## config.mk

```make
export PLATFORM = sky130hd
export DESIGN_NAME = spi_hold_master
export DESIGN_NICKNAME = d
export VERILOG_FILES = /design/src/rtl/spi_hold_pkg.sv /design/src/rtl/spi_hold_ctrl.sv /design/src/rtl/spi_hold_dp.sv /design/src/rtl/spi_hold_master.sv
export SDC_FILE = /design/constraint.sdc
export NUM_CORES = 1
export LEC_CHECK = 0
export BUFFER_PORTS_ARGS = -buffer_cell sky130_fd_sc_hd__buf_4
export CAP_MARGIN = 20
export CORE_UTILIZATION = 30
export CTS_CLUSTER_DIAMETER = 100
export DETAILED_ROUTE_END_ITERATION = 6
export GPL_TIMING_DRIVEN = 0
export SETUP_SLACK_MARGIN = 0.5
export SYNTH_ARGS = -nofsm -noshare
export SYNTH_HDL_FRONTEND = slang
export SYNTH_HIERARCHICAL = 1
export SYNTH_SLANG_ARGS = --single-unit
export TNS_END_PERCENT = 1
```

## constraint.sdc

```tcl
create_clock -name clk -period 3.7 [get_ports clk]
set_clock_uncertainty 0.05 [all_clocks]
set_input_delay 0.37 -clock clk [delete_from_list [all_inputs] [get_ports clk]]
set_output_delay 0.37 -clock clk [all_outputs]
set_load 0.01 [all_outputs]
```

## src/rtl/spi_hold_pkg.sv

```systemverilog
package spi_hold_pkg;
  parameter int NUM_CS   = 4;
  parameter int CS_W     = $clog2(NUM_CS);
  parameter int MIN_BITS = 8;
  parameter int MAX_BITS = 16;
  parameter int CNT_W    = $clog2(MAX_BITS + 1);
  parameter int HALF_W   = CNT_W + 1;
  parameter int DIV_W    = 8;
  parameter int TX_W     = 32;
  parameter int LAST_POS = 24;

  typedef struct packed {
    logic [CNT_W-1:0] bits;
    logic [DIV_W-1:0] div;
    logic             cpol;
    logic             cpha;
    logic             hold;
  } csCfg_t;

  typedef struct packed {
    logic capture;
    logic load;
    logic toggle;
    logic shiftOut;
    logic sample;
    logic finish;
  } dpStrobe_t;

  typedef enum logic {ST_IDLE, ST_SHIFT} xferState_t;

  function automatic logic [CNT_W-1:0] clampBits(input logic [CNT_W-1:0] b);
    if (b < CNT_W'(MIN_BITS)) return CNT_W'(MIN_BITS);
    if (b > CNT_W'(MAX_BITS)) return CNT_W'(MAX_BITS);
    return b;
  endfunction
endpackage

```

## src/rtl/spi_hold_ctrl.sv

```systemverilog
module spi_hold_ctrl
  import spi_hold_pkg::*;
(
  input  logic              clk,
  input  logic              rstN,
  input  logic              cfgWe,
  input  logic [CS_W-1:0]   cfgIdx,
  input  logic [CNT_W-1:0]  cfgBits,
  input  logic [DIV_W-1:0]  cfgDiv,
  input  logic              cfgCpol,
  input  logic              cfgCpha,
  input  logic              cfgHold,
  input  logic [CS_W-1:0]   fixedSel,
  input  logic              txWe,
  input  logic              txLast,
  input  logic              rxRd,
  output dpStrobe_t         strb,
  output csCfg_t            selCfg,
  output logic [NUM_CS-1:0] csN,
  output logic              txReady,
  output logic              txEmpty,
  output logic              rxReady,
  output logic [CNT_W-1:0]  xferSize
);
  csCfg_t            cfgTab [NUM_CS];
  csCfg_t            curCfg;
  xferState_t        state;
  logic              holdFull, holdLast, curLast;
  logic [DIV_W-1:0]  divCnt;
  logic [HALF_W-1:0] halfCnt;
  logic [CS_W-1:0]   csIdx;
  logic              csOn;
  logic              halfEnd, lastHalf, busy;

  // per-slave settings table
  always_ff @(posedge clk or negedge rstN) begin
    if (!rstN) begin
      for (int i = 0; i < NUM_CS; i++) begin
        cfgTab[i] <= '{bits: CNT_W'(MIN_BITS), div: '0, cpol: 1'b0, cpha: 1'b0, hold: 1'b0};
      end
    end else if (cfgWe) begin
      for (int i = 0; i < NUM_CS; i++) begin
        if (cfgIdx == CS_W'(i)) begin
          cfgTab[i] <= '{bits: clampBits(cfgBits), div: cfgDiv, cpol: cfgCpol,
                         cpha: cfgCpha, hold: cfgHold};
        end
      end
    end
  end

  assign selCfg   = cfgTab[fixedSel];
  assign xferSize = selCfg.bits;
  assign busy     = (state == ST_SHIFT);

  assign halfEnd  = busy && (divCnt == curCfg.div - 1'b1);
  assign lastHalf = (halfCnt == HALF_W'({curCfg.bits, 1'b0}) - 1'b1);

  // strobes toward the datapath
  always_comb begin
    strb          = '0;
    strb.capture  = txWe && !holdFull;
    strb.load     = !busy && holdFull && (selCfg.div != '0);
    strb.toggle   = halfEnd;
    strb.finish   = halfEnd && lastHalf;
    strb.sample   = halfEnd && (halfCnt[0] == curCfg.cpha);
    if (curCfg.cpha) strb.shiftOut = halfEnd && !halfCnt[0] && (halfCnt != '0);
    else             strb.shiftOut = halfEnd && halfCnt[0] && !lastHalf;
  end

  always_ff @(posedge clk or negedge rstN) begin
    if (!rstN) begin
      state    <= ST_IDLE;
      curCfg   <= '0;
      holdFull <= 1'b0;
      holdLast <= 1'b0;
      curLast  <= 1'b0;
      divCnt   <= '0;
      halfCnt  <= '0;
      csIdx    <= '0;
      csOn     <= 1'b0;
      rxReady  <= 1'b0;
    end else begin
      if (strb.capture) begin
        holdFull <= 1'b1;
        holdLast <= txLast;
      end
      if (strb.load) begin
        state    <= ST_SHIFT;
        curCfg   <= selCfg;
        curLast  <= holdLast;
        holdFull <= 1'b0;
        divCnt   <= '0;
        halfCnt  <= '0;
        csIdx    <= fixedSel;
        csOn     <= 1'b1;
      end else if (busy) begin
        if (halfEnd) begin
          divCnt <= '0;
          if (lastHalf) begin
            state <= ST_IDLE;
            if (!curCfg.hold || curLast) csOn <= 1'b0;
          end else begin
            halfCnt <= halfCnt + 1'b1;
          end
        end else begin
          divCnt <= divCnt + 1'b1;
        end
      end
      if (strb.finish)  rxReady <= 1'b1;
      else if (rxRd)    rxReady <= 1'b0;
    end
  end

  assign txReady = !holdFull;
  assign txEmpty = !holdFull && !busy;

  for (genvar g = 0; g < NUM_CS; g++) begin : gCs
    assign csN[g] = !(csOn && (csIdx == CS_W'(g)));
  end
endmodule

```

## src/rtl/spi_hold_dp.sv

```systemverilog
module spi_hold_dp
  import spi_hold_pkg::*;
(
  input  logic                clk,
  input  logic                rstN,
  input  dpStrobe_t           strb,
  input  csCfg_t              selCfg,
  input  logic [MAX_BITS-1:0] txWord,
  input  logic                miso,
  output logic                sclk,
  output logic                mosi,
  output logic [MAX_BITS-1:0] rxData
);
  logic [MAX_BITS-1:0] holdData, txShift, rxShift, rxNext;
  logic [CNT_W-1:0]    shamt;

  assign shamt  = CNT_W'(MAX_BITS) - selCfg.bits;
  assign rxNext = strb.sample ? {rxShift[MAX_BITS-2:0], miso} : rxShift;
  assign mosi   = txShift[MAX_BITS-1];

  always_ff @(posedge clk or negedge rstN) begin
    if (!rstN) begin
      holdData <= '0;
      txShift  <= '0;
      rxShift  <= '0;
      rxData   <= '0;
      sclk     <= 1'b0;
    end else begin
      if (strb.capture) holdData <= txWord;
      if (strb.load) begin
        txShift <= holdData << shamt;
        rxShift <= '0;
        sclk    <= selCfg.cpol;
      end else begin
        if (strb.toggle)   sclk    <= ~sclk;
        if (strb.shiftOut) txShift <= txShift << 1;
        rxShift <= rxNext;
        if (strb.finish)   rxData  <= rxNext;
      end
    end
  end
endmodule

```

## src/rtl/spi_hold_master.sv

```systemverilog
module spi_hold_master
  import spi_hold_pkg::*;
(
  input  logic                clk,
  input  logic                rstN,
  input  logic                cfgWe,
  input  logic [CS_W-1:0]     cfgIdx,
  input  logic [CNT_W-1:0]    cfgBits,
  input  logic [DIV_W-1:0]    cfgDiv,
  input  logic                cfgCpol,
  input  logic                cfgCpha,
  input  logic                cfgHold,
  input  logic [CS_W-1:0]     fixedSel,
  input  logic                txWe,
  input  logic [TX_W-1:0]     txData,
  output logic                txReady,
  output logic                txEmpty,
  input  logic                rxRd,
  output logic [MAX_BITS-1:0] rxData,
  output logic                rxReady,
  output logic [CNT_W-1:0]    xferSize,
  output logic                sclk,
  output logic                mosi,
  input  logic                miso,
  output logic [NUM_CS-1:0]   csN
);
  dpStrobe_t strb;
  csCfg_t    selCfg;
  logic      unusedTxBits;

  assign unusedTxBits = ^{txData[TX_W-1:LAST_POS+1], txData[LAST_POS-1:MAX_BITS]};

  spi_hold_ctrl ctrl_i (
    .clk(clk), .rstN(rstN), .cfgWe(cfgWe), .cfgIdx(cfgIdx), .cfgBits(cfgBits),
    .cfgDiv(cfgDiv), .cfgCpol(cfgCpol), .cfgCpha(cfgCpha), .cfgHold(cfgHold),
    .fixedSel(fixedSel), .txWe(txWe), .txLast(txData[LAST_POS]), .rxRd(rxRd),
    .strb(strb), .selCfg(selCfg), .csN(csN), .txReady(txReady),
    .txEmpty(txEmpty), .rxReady(rxReady), .xferSize(xferSize)
  );

  spi_hold_dp dp_i (
    .clk(clk), .rstN(rstN), .strb(strb), .selCfg(selCfg),
    .txWord(txData[MAX_BITS-1:0]), .miso(miso), .sclk(sclk), .mosi(mosi),
    .rxData(rxData)
  );
endmodule

```

# == Yosys cells after proc, flatten, opt, wreduce, memory -nomap -nowiden ==
# Cells that the tools add are included.
# op_classes
addsub,5
n_lt_le_gt_ge,3
n_eq_ne,10
n_shift,1
n_mux,62
bitwise,3
reduce_logical,43
# op_table
op,n
16-bit two-way mux,6
5-bit two-way mux,10
1-bit two-way mux,38
16-bit binary-select mux with 2-bit select,1
6-bit two-way mux,4
8-bit two-way mux,3
16-bit by 5-bit left shift with 16-bit output,1
1-bit logical AND,15
2-bit nonzero test,7
2-bit AND reduction,5
1-bit logical NOT,9
"8-bit by 1-bit adder with 8-bit output, second input constant",1
"2-bit == test, second input constant",4
8-bit == test,1
8-bit nonzero test,1
"8-bit by 1-bit subtractor with 8-bit output, second input constant",1
"6-bit by 1-bit adder with 6-bit output, second input constant",1
6-bit == test,1
6-bit nonzero test,1
"6-bit by 1-bit subtractor with 6-bit output, second input constant",1
"5-bit greater-than comparator, second input constant",1
"5-bit by 4-bit < comparator with 1-bit output, second input constant",1
"5-bit subtractor, first input constant",1
"2-bit by 1-bit == test with 1-bit output, second input constant",2
9 further kinds,11
# totals
register_bits,166
inputBits,58
out_inout_bits,30

# == Longest topological paths before layout ==
# depth
ltp_word,9
mapped_depth,13

# == By module ==
# Netlist, hierarchy kept.
# by_module_without_submodules
module,n_inst,cells_per_inst,area_each_um2
spi_hold_ctrl,1,421,4933.5
spi_hold_dp,1,298,3470.8

# == Least setup slack after synthesis ==
# Ideal clock, no wire load.
# synth_timing
path_type,input-to-reg
start,input fixedSel[1]
end,register dp_i.txShift[3]
t_arrival_ns,3.285
t_required_ns,3.529
setup_slack_ns,0.244
cell_stages,13
cell_sequence,clkbuf_1 buf_1 mux4_2 or4_1 o21ai_2 nor2_2 clkbuf_1 clkbuf_8 and2_2 mux2_2 buf_4 and4_1 o22a_1
# synth_rtl
element,line_no,source
from (decl),spi_hold_master.sv:13,"input logic [CS_W-1:0] fixedSel,"
to (signal assigned),spi_hold_dp.sv:31,txShift <= holdData << shamt;
to (signal assigned),spi_hold_dp.sv:36,if (strb.shiftOut) txShift <= txShift << 1;
to (decl),spi_hold_dp.sv:14,"logic [MAX_BITS-1:0] holdData, txShift, rxShift, rxNext;"

==> impl_metrics.tcl <==
set metrics [dict create \
    status "finished, final reports clean" \
    ys_seq_elements 166 \
    cap_violations 0 \
    p_total_uw 6780 \
    cts_made_buffers 17 \
    rr_worst_depth 11 \
    ant_nets 0 \
    cp.required_ns 3.96 \
    multiInputGateArea_um2 3870 \
    io_buffers 70 \
    hold_end "ctrl_i/rxReady$_DFFE_PN0P_" \
    finalCritPeriodShare_pct 86.2 \
    synth_edf_count 0 \
    clk_latency_ns 0.43 \
    path_cells "mux4_2, or4_4, o21ai_4, nor2_4, buf_8, clkbuf_8, and2b_2, mux2_4, buf_6, and4_4, o22a_1" \
    placed_cells 1162 \
    setup_viol 0 \
    track_usage_pct 13.6 \
    critPathLaunchType "flop" \
    seq_power_share_pct 41.5 \
    io_pins 88 \
    final_cell_mix "dfrtp_1 (161), buf_4 (88), nand2_1 (88), mux2_2 (57), o21ai_0 (48)" \
    regArea_um2 4160 \
    p_per_area_nw_per_um2 663 \
    pwr-share-clk_pct 27.7 \
    final_cells 1204 \
    viasPerCell 4.77 \
    reg2reg_from "ctrl_i/cfgTab[8]$_DFFE_PN0P_" \
    utilization_pct 37.6 \
    hpwl_um 12800 \
    wl_met1_um 9240 \
    grt_pass1_wl_um 30900 \
    die_area_um2 28700 \
    nNetsFinal 883 \
    switching_share_pct 34.6 \
    synth_cell_types 64 \
    top_layer "met4" \
    syn-num-nets 783 \
    yosysWarnings 6 \
    dieWidth_um 169 \
    path_class "reg2reg" \
    wl_met3_um 446 \
    drc 0 \
    cts_tree "done" \
    final_common_cell "dfrtp_1" \
    r2r_slack_ns 0.51 \
    gp_congestion 0.772 \
    slowest_delay_ns 0.57 \
    diodes 0 \
    cp_max_fo 10 \
    cts-htree-levels 4 \
    hold_viol 0 \
    fillers 2690 \
    cp-end-kind "flop" \
    dr.first_iter.drc_count 340 \
    arrival_ns 3.45 \
    area_growth_pct 21.8 \
    grt_pass1_vias 5780 \
    wl_um 18400 \
    drive_above_1_share_pct 30.9 \
    p_int_uw 4440 \
    start_util_pct 30.8 \
    yosysSeqAreaShare_pct 49.5 \
    drtPass1Iterations 5 \
    synth_ff_type "dfrtp_1" \
    clkSlewWorstSetupHoldPaths_ns 0.09 \
    rsz0062_at_grt "yes" \
    crit_slowest_cell "or4_4" \
    wl_met2_um 8580 \
    hold_ws_ns 0.0776 \
    dp_slack_ns -0.143 \
    grt-ovfl-total 0 \
    design.core.area_um2 27300 \
    tightest_slew_ns 0.747 \
    hold_class "in2reg" \
    grt_start_max_net_pins 97 \
    slew_violations 0 \
    syn_area_per_cell_um2 11.7 \
    p_sw_uw 2350 \
    avgRoutedWirePerCell_um 15.3 \
    ys_async_sr_fraction_pct 100 \
    min-delay-start "rxRd" \
    clockBufferDepth 2 \
    vdd_ir_drop_max_mv 0.416 \
    numClockSinks 166 \
    cts-root-buf "clkbuf_16" \
    slew_headroom_pct 50.2 \
    power.leakage_uw 0.00446 \
    rows 60 \
    timing.rr.end "dp_i/txShift[3]$_DFFE_PN0P_" \
    netlist_area_um2 8400 \
    antenna_found_initial 0 \
    die_h_um 169 \
    synthCells 719 \
    period_minus_slack_ns 3.19 \
    hold_path_depth 2 \
    setup_slack_ns 0.512 \
    max_clock_freq_mhz 314 \
    pwr-share-comb_pct 30.8 \
    vias 5745 \
]
layer usage:
layer / vias up / global-route usage, %
met5: - / 0
met4: 0 / 3.41
met3: 6 / 2.40
met2: 74 / 21.5
met1: 2893 / 19.2
li1: 2772 / -
power groups by stage:
stage          registers [uW]  logic (uW)  clock network [uW]
3_3_place_gp             2820        2020                   0
6_report                 2810        2090                1880
3_5_place_dp             2840        2060                   0
2_1_floorplan            2700        1580                   0
4_1_cts                  2810        2080                1930
5_1_grt                  2900        2330                2000
worst max-delay path: cells and delay by family, from the launching register on:
| family | cells | cell delay (ns) |
|---|---|---|
| simple gates | 4 | 1.04 |
| compound gates | 2 | 0.37 |
| mux | 2 | 0.80 |
| buf+inv | 3 | 0.42 |
| flops | 1 | 0.38 |
worst max path at each step:
stage / startpoint / end / depth (start not counted)
2_1_floorplan: fixedSel[0] / dp_i/txShift[3]$_DFFE_PN0P_ / 13
3_3_place_gp: fixedSel[1] / dp_i/txShift[3]$_DFFE_PN0P_ / 13
3_5_place_dp: fixedSel[1] / dp_i/txShift[3]$_DFFE_PN0P_ / 13
4_1_cts: ctrl_i/cfgTab[4]$_DFFE_PN0P_ / dp_i/txShift[3]$_DFFE_PN0P_ / 11
5_1_grt: ctrl_i/curCfg[4]$_DFFE_PN0P_ / dp_i/rxData[2]$_DFFE_PN0P_ / 12
6_report: ctrl_i/cfgTab[8]$_DFFE_PN0P_ / dp_i/txShift[3]$_DFFE_PN0P_ / 11
Yosys cell counts, drive strengths merged (5+ instances only):
library cell  number  area share (%)
dfrtp            162              48
nand2             88             3.9
mux2              70             9.9
o21ai             50             3.0
nor2              38             1.7
mux2i             30             3.7
mux4              30             8.4
inv               29             1.3
clkbuf            27             1.7
a21oi             26             1.5
buf               22             2.2
nor3              20             1.3
xnor2             13             1.4
xor2              10             1.3
nand2b             8            0.60
nand3              7            0.42
a22oi              6            0.54
ha                 6            0.89
or4                6            0.54
and3               5            0.37
nand4              5            0.37
final cells by class:
cell class	count	area share, %
clock buffers	17	4.16
repair buffers	80	6.16
flip-flops and latches	166	40.6
multi-input cells	475	37.8
clock inverters	15	2.09
plain buffers	49	3.48
inverters	30	1.10
well taps	372	4.55
sequential cells by signal, indices dropped and copies added, names as in the netlist:
signal,count
dp_i/txShift,16
dp_i/rxShift,16
ctrl_i/divCnt,8
ctrl_i/halfCnt,6
ctrl_i/cfgTab,64
ctrl_i/holdFull,1
ctrl_i/curLast,1
ctrl_i/csIdx,2
ctrl_i/busy,1
dp_i/holdData,16
ctrl_i/rxReady,1
dp_i/sclk,1
ctrl_i/curCfg,15
dp_i/rxData,16
ctrl_i/holdLast,1
ctrl_i/csOn,1
cells by family (layout without fill, tap and decap cells):
logic type | after synthesis | count (layout) | share of synthesized area, %
compound gates | 114 | 114 | 8.20
xor+xnor | 23 | 23 | 2.62
fa+ha+maj | 6 | 6 | 0.893
buf+inv | 79 | 191 | 5.20
flops | 166 | 166 | 49.5
mux | 130 | 131 | 22.1
simple gates | 201 | 201 | 11.5
stage by stage:
stage	cell area [um2]	TNS [ns]
floorplan	8410	0
finish	10200	0
global route	10200	0
global placement	9400	-0.348
CTS	10100	0
detailed placement	9440	-0.343
what timing repair did:
action                                  CTS  global route
setup buffers                             1             7
resized for setup                         6            21
endpoints found under the setup margin   47            44
pin swaps                                 1             4
cloned                                    0             1
endpoints found under the hold margin    70             0
hold buffers                              1             0
No activity file was read; power rests on OpenSTA's default activity.
